--- src/rtl/fscPkg.sv ---
package fscPkg;

  localparam logic [7:0] CMD_SUSPEND = 8'hB0;
  localparam logic [7:0] CMD_RESUME  = 8'hD0;
  localparam logic [7:0] CMD_ARRAY   = 8'hFF;
  localparam logic [7:0] CMD_STATUS  = 8'h70;
  localparam logic [7:0] CMD_IDENT   = 8'h90;
  localparam logic [7:0] CMD_QUERY   = 8'h98;

  localparam logic [1:0] MODE_ARRAY  = 2'b00;
  localparam logic [1:0] MODE_STATUS = 2'b01;
  localparam logic [1:0] MODE_IDENT  = 2'b10;
  localparam logic [1:0] MODE_QUERY  = 2'b11;

  typedef enum logic [1:0] {
    ST_IDLE = 2'd0,
    ST_RUN  = 2'd1,
    ST_SUSP = 2'd2
  } ctlState_t;

  typedef struct packed {
    logic       startProg;
    logic       advance;
    logic       setMode;
    logic [1:0] modeVal;
    logic       doSuspend;
    logic       doResume;
    logic       doComplete;
  } ctlStrobes_t;

  // {hit, mode}
  function automatic logic [2:0] decodeRead(input logic [7:0] code);
    case (code)
      CMD_ARRAY:  return {1'b1, MODE_ARRAY};
      CMD_STATUS: return {1'b1, MODE_STATUS};
      CMD_IDENT:  return {1'b1, MODE_IDENT};
      CMD_QUERY:  return {1'b1, MODE_QUERY};
      default:    return 3'b000;
    endcase
  endfunction

endpackage

--- src/rtl/fscControl.sv ---
module fscControl
  import fscPkg::*;
#(
  parameter int PART_W = 2
) (
  input  logic              clk,
  input  logic              rstN,
  input  logic              cmdValid,
  input  logic [7:0]        cmdData,
  input  logic [PART_W-1:0] cmdPart,
  input  logic              progStart,
  input  logic [PART_W-1:0] busyPart,
  input  logic              atChk,
  input  logic              lastChk,
  output ctlStrobes_t       str
);

  ctlState_t state, stateNext;
  logic      pend, pendNext;
  logic [2:0] rdDec;
  logic      readHit, suspCmd, resCmd;

  assign rdDec   = decodeRead(cmdData);
  assign readHit = cmdValid && rdDec[2];
  assign suspCmd = cmdValid && (cmdData == CMD_SUSPEND);
  assign resCmd  = cmdValid && (cmdData == CMD_RESUME);

  always_comb begin
    str         = '0;
    str.modeVal = rdDec[1:0];
    stateNext   = state;
    case (state)
      ST_IDLE: begin
        str.setMode   = readHit;
        str.startProg = progStart;
        if (progStart) stateNext = ST_RUN;
      end
      ST_RUN: begin
        str.advance = 1'b1;
        str.setMode = readHit && (cmdPart != busyPart);
        if (atChk) begin
          if (lastChk) begin
            str.doComplete = 1'b1;
            stateNext      = ST_IDLE;
          end else if (pend) begin
            str.doSuspend = 1'b1;
            stateNext     = ST_SUSP;
          end
        end
      end
      ST_SUSP: begin
        str.setMode = readHit;
        if (resCmd) begin
          str.doResume = 1'b1;
          stateNext    = ST_RUN;
        end
      end
      default: stateNext = ST_IDLE;
    endcase
  end

  always_comb begin
    pendNext = pend;
    if (str.doSuspend || str.doComplete) pendNext = 1'b0;
    else if (state == ST_RUN && suspCmd) pendNext = 1'b1;
  end

  always_ff @(posedge clk or negedge rstN) begin
    if (!rstN) begin
      state <= ST_IDLE;
      pend  <= 1'b0;
    end else begin
      state <= stateNext;
      pend  <= pendNext;
    end
  end


  susp_at_chk_chk: assert property (@(posedge clk) disable iff (!rstN)
    str.doSuspend |-> atChk);


  susp_filter_chk: assert property (@(posedge clk) disable iff (!rstN)
    (state == ST_SUSP && !(cmdValid && (rdDec[2] || cmdData == CMD_RESUME)))
      |=> (state == ST_SUSP));


  idle_susp_chk: assert property (@(posedge clk) disable iff (!rstN)
    (state == ST_IDLE && !progStart && suspCmd) |=> (state == ST_IDLE && !pend));

endmodule

--- src/rtl/fscDatapath.sv ---
module fscDatapath
  import fscPkg::*;
#(
  parameter int NPART        = 4,
  parameter int PART_W       = 2,
  parameter int LEN_W        = 8,
  parameter int CHK_INTERVAL = 4
) (
  input  logic               clk,
  input  logic               rstN,
  input  ctlStrobes_t        str,
  input  logic [PART_W-1:0]  cmdPart,
  input  logic [PART_W-1:0]  progPart,
  input  logic [LEN_W-1:0]   progLen,
  input  logic               eraseSusp,
  output logic [7:0]         status,
  output logic [2*NPART-1:0] partModes,
  output logic [LEN_W-1:0]   progCount,
  output logic [PART_W-1:0]  busyPart,
  output logic               atChk,
  output logic               lastChk
);

  localparam int SUB_W = (CHK_INTERVAL > 1) ? $clog2(CHK_INTERVAL) : 1;
  localparam logic [SUB_W-1:0] SUB_LAST = SUB_W'(CHK_INTERVAL - 1);

  logic [SUB_W-1:0] subCnt;
  logic [LEN_W-1:0] lenReg;
  logic             rdy, pSusp, eSusp;

  assign atChk   = (subCnt == SUB_LAST);
  assign lastChk = ({1'b0, progCount} + (LEN_W+1)'(1)) >= {1'b0, lenReg};

  always_ff @(posedge clk or negedge rstN) begin
    if (!rstN) begin
      subCnt    <= '0;
      progCount <= '0;
      lenReg    <= LEN_W'(1);
      busyPart  <= '0;
    end else if (str.startProg) begin
      subCnt    <= '0;
      progCount <= '0;
      lenReg    <= (progLen == '0) ? LEN_W'(1) : progLen;
      busyPart  <= progPart;
    end else if (str.advance) begin
      if (atChk) begin
        subCnt    <= '0;
        progCount <= progCount + LEN_W'(1);
      end else begin
        subCnt <= subCnt + SUB_W'(1);
      end
    end
  end

  always_ff @(posedge clk or negedge rstN) begin
    if (!rstN) begin
      rdy   <= 1'b1;
      pSusp <= 1'b0;
      eSusp <= 1'b0;
    end else begin
      eSusp <= eraseSusp;
      if (str.startProg || str.doResume) rdy <= 1'b0;
      else if (str.doSuspend || str.doComplete) rdy <= 1'b1;
      if (str.doSuspend) pSusp <= 1'b1;
      else if (str.doResume) pSusp <= 1'b0;
    end
  end

  assign status = {rdy, eSusp, 3'b000, pSusp, 2'b00};

  for (genvar i = 0; i < NPART; i++) begin : g_part
    logic [1:0] modeReg;
    always_ff @(posedge clk or negedge rstN) begin
      if (!rstN) modeReg <= MODE_ARRAY;
      else if (str.startProg && progPart == PART_W'(i)) modeReg <= MODE_STATUS;
      else if (str.setMode && cmdPart == PART_W'(i)) modeReg <= str.modeVal;
    end
    assign partModes[2*i+1:2*i] = modeReg;
  end


  susp_ready_chk: assert property (@(posedge clk) disable iff (!rstN)
    pSusp |-> rdy);


  count_frozen_chk: assert property (@(posedge clk) disable iff (!rstN)
    (pSusp && $past(pSusp)) |-> $stable(progCount));


  resume_clear_chk: assert property (@(posedge clk) disable iff (!rstN)
    str.doResume |=> (!rdy && !pSusp));


  count_bound_chk: assert property (@(posedge clk) disable iff (!rstN)
    !rdy |-> (progCount < lenReg));

endmodule

--- src/rtl/flashSuspendCtl.sv ---
module flashSuspendCtl
  import fscPkg::*;
#(
  parameter int NPART        = 4,
  parameter int LEN_W        = 8,
  parameter int CHK_INTERVAL = 4,
  localparam int PART_W      = (NPART > 1) ? $clog2(NPART) : 1
) (
  input  logic               clk,
  input  logic               rstN,
  input  logic               cmdValid,
  input  logic [7:0]         cmdData,
  input  logic [PART_W-1:0]  cmdPart,
  input  logic               progStart,
  input  logic [PART_W-1:0]  progPart,
  input  logic [LEN_W-1:0]   progLen,
  input  logic               eraseSusp,
  output logic [7:0]         status,
  output logic [2*NPART-1:0] partModes,
  output logic [LEN_W-1:0]   progCount
);

  ctlStrobes_t       str;
  logic [PART_W-1:0] busyPart;
  logic              atChk, lastChk;

  fscControl #(.PART_W(PART_W)) u_ctl (
    .clk(clk), .rstN(rstN), .cmdValid(cmdValid), .cmdData(cmdData),
    .cmdPart(cmdPart), .progStart(progStart), .busyPart(busyPart),
    .atChk(atChk), .lastChk(lastChk), .str(str)
  );

  fscDatapath #(
    .NPART(NPART), .PART_W(PART_W), .LEN_W(LEN_W), .CHK_INTERVAL(CHK_INTERVAL)
  ) u_dp (
    .clk(clk), .rstN(rstN), .str(str), .cmdPart(cmdPart),
    .progPart(progPart), .progLen(progLen), .eraseSusp(eraseSusp),
    .status(status), .partModes(partModes), .progCount(progCount),
    .busyPart(busyPart), .atChk(atChk), .lastChk(lastChk)
  );

endmodule

--- config.mk ---
export PLATFORM = sky130hd
export DESIGN_NAME = flashSuspendCtl
export DESIGN_NICKNAME = d
export VERILOG_FILES = /design/src/rtl/fscPkg.sv /design/src/rtl/fscControl.sv /design/src/rtl/fscDatapath.sv /design/src/rtl/flashSuspendCtl.sv
export SDC_FILE = /design/constraint.sdc
export NUM_CORES = 1
export LEC_CHECK = 0
export ABC_AREA = 1
export CORE_MARGIN = 2
export CORE_UTILIZATION = 53
export DETAILED_ROUTE_END_ITERATION = 10
export GPL_ROUTABILITY_DRIVEN = 0
export PLACE_DENSITY = 0.85
export SLEW_MARGIN = 20
export SYNTH_ARGS = -nofsm -noshare
export SYNTH_HDL_FRONTEND = slang
export SYNTH_SLANG_ARGS = --single-unit
--- constraint.sdc ---
create_clock -name clk -period 2.9 [get_ports clk]
set_input_delay 0.58 -clock clk [delete_from_list [all_inputs] [get_ports clk]]
set_output_delay 0.58 -clock clk [all_outputs]
set_load 0.01 [all_outputs]
==> metrics, run 1 <==
post-synth cell types=34; asr flop ratio synth=1.00; ant diodes=0; Final min period=2.24 ns; Routed Antenna Nets=0; Mapped Cells=259; final hold violations=0; syn_area_per_cell=7.84 sq um; final HPWL from detailed placement=3190 um; Fmax=447 MHz; Post-DP Area=2470 sq um; Area Growth Syn to Fin=25.6%; largest cells by area after synthesis=dfrtp_1 39%, nand2_1 13%, inv_1 6.8%; Synth Area in Simple Gates=0.295; HP Class=register to register; hold buffer count at CTS=0; worst skew pair latency=0.28 ns; CP endpoint kind=register; post-synthesis adder-cell area fraction=0.0616; Layout Skew=0.00419 ns; Arr. time, crit path=2.44 ns; GRT Total Usage=0.211; Post-Place Cells=345; I/O Buffers=43; setup bufs post-CTS=0; FF+latch count, synth=34; commonest non-fill, non-tap cell in the layout=nand2_1; Die Y=65.9 um; Die Area=4340 sq um; Reg clk slew, reported paths=0.06 ns; IO Count=49; Layout Nets=339; PnR Total Power=1.91 mW; max_cap viols=0; H-tree depth=2; area leader, netlist=dfrtp_1; TritonCTS clock tree=yes; Fin Hold WS=0.469 ns; Final Max Slew Viols=0; setup ws final=0.664 ns; PD cells=749 nW/um^2; First-pass DRT Iterations=4; Yosys warning count=0; Fin Setup TNS=0 ns; first-pass GRT wire length=6980 um; fillers=291; Num CTS Buffers=5; Placement Rows=22; crit start category=register; die width=65.9 um; highest-count cells in the layout ignoring fill and taps=73 x nand2_1, 43 x clkdlybuf4s50_1, 37 x inv_1, 32 x dfrtp_1, 24 x nand3_1; Compound-Gate Fraction of Synth Area=0.0733; DRC violations left=0; Setup WS pre-CTS=0.699 ns; Post-synth top flop=dfrtp_1; Vias=1761; Non-Filler Instances=352; RSZ-0062 raised after global routing=no; end-of-flow core utilization=0.697; initial core utilization=0.555; outcome=completed; EDFF count, synth=0; largest family of logic cells by synthesized area=simple AND/OR/NAND/NOR gates; initial antenna violation count=0; routed vias/inst=5.00; Mapped Area=2030 sq um; fraction of synthesized cell area in xor and xnor cells=0.0345; peak supply drop=0.520 mV; root buf cell=clkbuf_8; DRT iter0 DRCs=139; Final Instance Area=2550 sq um; core area=3660 sq um; DRT Wirelength=4160 um; CP Class=register to register; gr ovfl total=0; sequential area share after synthesis=0.420; share of cells above drive strength 1=0.0789; final setup violation count=0; Clock Sinks=34; final worst path period share=0.771; mux contribution to synthesized area=0; largest net degree at the start of global routing=35; Synth top area share=0.394; required time of the critical path=3.10 ns; Max Buffers Root-to-Sink=2; Worst Path Max Fanout=4; vias in the first global route=1653; CTS resizes=0; LEAKAGE=1.31 nW; wire length per cell=11.8 um
-- synth_stat cells, types with 3 or more instances --
cell / n
xor2_1: 8
nand4_1: 7
a21oi_1: 4
nor2_2: 3
o21ai_0: 14
inv_1: 37
nand3_1: 24
nand2_1: 73
ha_1: 10
inv_2: 5
dfrtp_1: 32
nor2_1: 10
buf_4: 8
-- area by class of cell --
type                    count  area [sq um]  share of cell area
inverters                  43           163              0.0638
repair buffers             44           438               0.172
well taps                  48          60.1              0.0235
clock buffers               7          76.3              0.0299
flip-flops and latches     34           853               0.334
multi-input cells         176           961               0.377
-- routing by layer --
metal  track usage  vias to the layer above  wire [um]
met5             0                        -          0
met4        0.0938                        0         83
met3        0.0392                        9        181
met2         0.338                       41       1960
met1         0.277                      803       1940
li1              -                      908          -
-- cells by family (layout without fill, tap and decap cells) --
family	Yosys count	after routing
fa+ha+maj	10	10
other cells	1	5
xor+xnor	8	8
flops	34	34
buf+inv	53	94
simple gates	127	127
compound gates	26	26
-- power breakdown --
part | internal, mW | total, mW | switching (mW)
clock | 0.165 | 0.318 | 0.153
sequential | 0.636 | 0.740 | 0.104
combinational | 0.381 | 0.852 | 0.471
-- worst max-delay path, stage by stage (launching register included) --
cell,delay [ns]
dfrtp_1,0.40
inv_1,0.11
nor3_4,0.22
nand3_2,0.12
nor2_2,0.09
nand2_1,0.06
xor2_1,0.16
ha_1,0.18
a31oi_1,0.22
a21boi_0,0.30
nand3_1,0.17
o21ai_0,0.10
-- final timing paths --
path	to	depth (start not counted)	slack, ns	startpoint
worst max register to register	u_ctl.state[1]$_DFFE_PN0P_	11	0.66	u_dp.progCount[0]$_DFFE_PN0P_
worst min-delay path	u_dp.rdy$_DFFE_PN1P_	2	0.47	u_dp.rdy$_DFFE_PN1P_
worst min register to register	u_dp.rdy$_DFFE_PN1P_	2	0.47	u_dp.rdy$_DFFE_PN1P_
max in group asynchronous	u_dp.rdy$_DFFE_PN1P_	2	1.87	rstN
worst max-delay path	u_ctl.state[1]$_DFFE_PN0P_	11	0.66	u_dp.progCount[0]$_DFFE_PN0P_
min in group asynchronous	u_dp.progCount[1]$_DFFE_PN0P_	2	0.70	rstN
-- state kept, by name, summed over array words and instances (netlist names) --
| name | flops |
|---|---|
| u_ctl.pend | 1 |
| u_ctl.state | 2 |
| u_dp.busyPart | 2 |
| u_dp.eSusp | 1 |
| u_dp.g_part.modeReg | 8 |
| u_dp.lenReg | 8 |
| u_dp.pSusp | 1 |
| u_dp.progCount | 8 |
| u_dp.rdy | 1 |
| u_dp.subCnt | 2 |
Power figures use the tool's default switching activity.
==> run 2: changes to the inputs <==
--- a/config.mk
+++ b/config.mk
@@ -7,10 +7,10 @@
 export LEC_CHECK = 0
 export ABC_AREA = 1
 export CORE_MARGIN = 2
-export CORE_UTILIZATION = 53
+export CORE_UTILIZATION = 49
 export DETAILED_ROUTE_END_ITERATION = 10
 export GPL_ROUTABILITY_DRIVEN = 0
-export PLACE_DENSITY = 0.85
+export PLACE_DENSITY = 0.79
 export SLEW_MARGIN = 20
 export SYNTH_ARGS = -nofsm -noshare
 export SYNTH_HDL_FRONTEND = slang
==> constraint.sdc (replaced) <==
create_clock -name clk -period 2.1 [get_ports clk]
set_input_delay 0.42 -clock clk [delete_from_list [all_inputs] [get_ports clk]]
set_output_delay 0.42 -clock clk [all_outputs]
set_load 0.01 [all_outputs]
==> run 2 against run 1 <==
  * Design area grew 4.8%
  * Hold slack better by 0.021 ns
  * Clock-buffer cell count is the same
  * Combinational power is 55% higher
  * Clock power up 57%
  * Via count up 2.7%
  * Critical endpoint is now u_ctl.pend$_DFFE_PN0P_
==> metrics, run 2 (synthesis gave the netlist of run 1 again) <==
max_cap viols=0 (unchanged); TritonCTS clock tree=yes; ant diodes=0 (unchanged); wire length per cell=12.6 um (+6.7%); Layout Nets=343 (+1.2%); Comb pwr share=0.460 (+0.014); first-pass GRT wire length=7160 um (+2.6%); Area Growth Syn to Fin=31.7%; final HPWL from detailed placement=3350 um (+4.9%); Final Instance Area=2670 sq um (+4.8%); final hold violations=0 (unchanged); Layout Skew=0.00682 ns (+0.00263 ns); required time of the critical path=2.27 ns (-0.83 ns); HP Class=register to register; Final min period=2.08 ns (-0.153 ns); Fmax=480 MHz (+7.3%); PD cells=1070 nW/um^2 (+43%); vias in the first global route=1658 (+0.30%); LEAKAGE=1.34 nW (+2.3%); CP max stage delay=0.42 ns (+0.02 ns); CP endpoint kind=register; DRT Wirelength=4530 um (+8.8%); GRT Total Usage=0.210 (-0.000657); Critical-path top delay cell=dfrtp_1; I/O Buffers=43 (unchanged); IO Count=49 (unchanged); P_sw=1.13 mW (+55%); Setup WS pre-CTS=-0.0179 ns (-0.716 ns); Fin Hold WS=0.490 ns (+0.0214 ns); root buf cell=clkbuf_8; commonest non-fill, non-tap cell in the layout=nand2_1; routed vias/inst=5.04 (+0.72%); Crit path top cell by count=nand2_1; initial core utilization=0.508 (-0.0470); gr ovfl total=0 (unchanged); initial antenna violation count=0 (unchanged); Register Area=855 sq um (+0.15%); Die Y=68.4 um (+3.8%); Die Area=4680 sq um (+7.7%); H-tree depth=2 (unchanged); DRC violations left=0 (unchanged); largest net degree at the start of global routing=35 (unchanged); CP delay by family, top=simple AND/OR/NAND/NOR gates; Final Max Slew Viols=0 (unchanged); share of cells above drive strength 1=0.142 (+0.0634); die width=68.4 um (+3.8%); Max Buffers Root-to-Sink=2 (unchanged); sw frac=0.394 (+0.0131); peak supply drop=0.776 mV (+49%); final setup violation count=0 (unchanged); fillers=337 (+16%); worst skew pair latency=0.29 ns (about the same); Reg clk slew, reported paths=0.06 ns (about the same); RSZ-0062 raised after global routing=yes; final worst path period share=0.992 (+0.221); DRT iter0 DRCs=109 (-22%); Post-DP Area=2500 sq um (+1.0%); power share of the sequential group=0.365 (-0.023); crit start category=register; Vias=1809 (+2.7%); First-pass DRT Iterations=4 (unchanged); core area=4000 sq um (+9.3%); Arr. time, crit path=2.26 ns (-0.18 ns); Clock Sinks=34 (unchanged); area of the multi-input gates=1030 sq um (+7.7%); Routed Antenna Nets=0 (unchanged); setup ws final=0.0169 ns (-0.647 ns); Worst Path Max Fanout=3 (-1); hold buffer count at CTS=0 (unchanged); Non-Filler Instances=359 (+2.0%); Largest regs=u_dp.g_part.modeReg: 8 flops, u_dp.lenReg: 8 flops, u_dp.progCount: 8 flops; outcome=completed; Int Power=1.74 mW (+47%); Placement Rows=23 (+4.5%); CP bufs+invs=0 (-1); highest-count cells in the layout ignoring fill and taps=71 x nand2_1, 43 x clkdlybuf4s50_1, 36 x inv_1, 31 x dfrtp_1, 22 x nand3_1; Clk network pwr share=0.174 (+0.008); Post-Place Cells=350 (+1.4%); CP Class=register to register; Num CTS Buffers=5 (unchanged); CP cell instances=ha_4 > nand3_4 > xor2_2 > ha_1 > nand2_1 > nor2_1 > nand2_1 > nand3_1 > nand2_1 > nand2_2 > nand2_1 > nand3_1 > nand2_2 > o21a_1
==> run 2: changes by cell type in the layout (fill, tap and decap cells not counted), moves of 2 or more <==
cell / previous run / this run
nand2_1: 73 / 71
xor2_2: 0 / 3
nand2_2: 0 / 2
buf_4: 1 / 5
nand3_1: 24 / 22
xor2_1: 8 / 5
==> run 2: metal layers <==
layer / vias up / part of all wire / global-route usage / routed length, um
li1: 915 / - / - / -
met1: 835 / 0.44 / 0.259 / 2000
met2: 52 / 0.50 / 0.352 / 2240
met3: 7 / 0.045 / 0.0526 / 206
met4: 0 / 0.018 / 0.0825 / 83
met5: - / 0 / 0 / 0
==> run 2: worst paths after layout <==
check	end	cells past startpoint	startpoint	slack, ns
setup / recovery	u_ctl.pend$_DFFE_PN0P_	14	u_dp.progCount[1]$_DFFE_PN0P_	0.02
hold / removal	u_dp.lenReg[3]$_DFFE_PN0P_	2	u_dp.lenReg[3]$_DFFE_PN0P_	0.49
setup reg to reg	u_ctl.pend$_DFFE_PN0P_	14	u_dp.progCount[1]$_DFFE_PN0P_	0.02
hold reg to reg	u_dp.lenReg[3]$_DFFE_PN0P_	2	u_dp.lenReg[3]$_DFFE_PN0P_	0.49
max in group asynchronous	u_dp.lenReg[0]$_DFFE_PN1P_	2	rstN	1.22
min in group asynchronous	u_dp.progCount[2]$_DFFE_PN0P_	2	rstN	0.53
==> run 2: power by group through the flow <==
stage                     registers (mW)  logic (mW)  clock network, mW
after floorplan                     1.04       0.764                  0
final                               1.05        1.32              0.499
after detailed placement            1.03        1.20                  0
after CTS                           1.02        1.21              0.513
after global placement              1.02        1.16                  0
after global routing                1.07        1.49              0.547
==> run 2: repair_timing <==
action                                  4_1_cts  5_1_grt
gates resized for setup                       1       17
pin swaps                                     0        7
endpoints found under the setup margin        3        5
setup buffers                                 0        1
==> run 2: worst min-delay path, stage by stage (launching register included) <==
cell,delay [ns]
dfrtp_1,0.34
nand2_1,0.05
o21ai_0,0.06
==> run 2: metrics by stage <==
stage	utilization	TNS, ns	power, mW
floorplan	-	0	1.80
detailed placement	0.625	-0.0179	2.23
global route	0.668	-0.490	3.11
global placement	0.625	0	2.18
CTS	0.648	0	2.75
finish	0.668	0	2.87
==> run 2: layout make-up <==
class / instances / area share
flip-flops and latches: 34 / 0.320
multi-input cells: 176 / 0.387
inverters: 43 / 0.0608
clock inverters: 1 / 0.00187
repair buffers: 48 / 0.175
clock buffers: 7 / 0.0323
well taps: 50 / 0.0234
==> run 3: changes to the inputs <==
--- a/config.mk
+++ b/config.mk
@@ -8,6 +8,7 @@
 export ABC_AREA = 1
 export CORE_MARGIN = 2
 export CORE_UTILIZATION = 49
+export CTS_CLUSTER_SIZE = 25
 export DETAILED_ROUTE_END_ITERATION = 10
 export GPL_ROUTABILITY_DRIVEN = 0
 export PLACE_DENSITY = 0.79
==> results of run 3 <==
Final layout, timing and power as in run 2 (identical DEF).
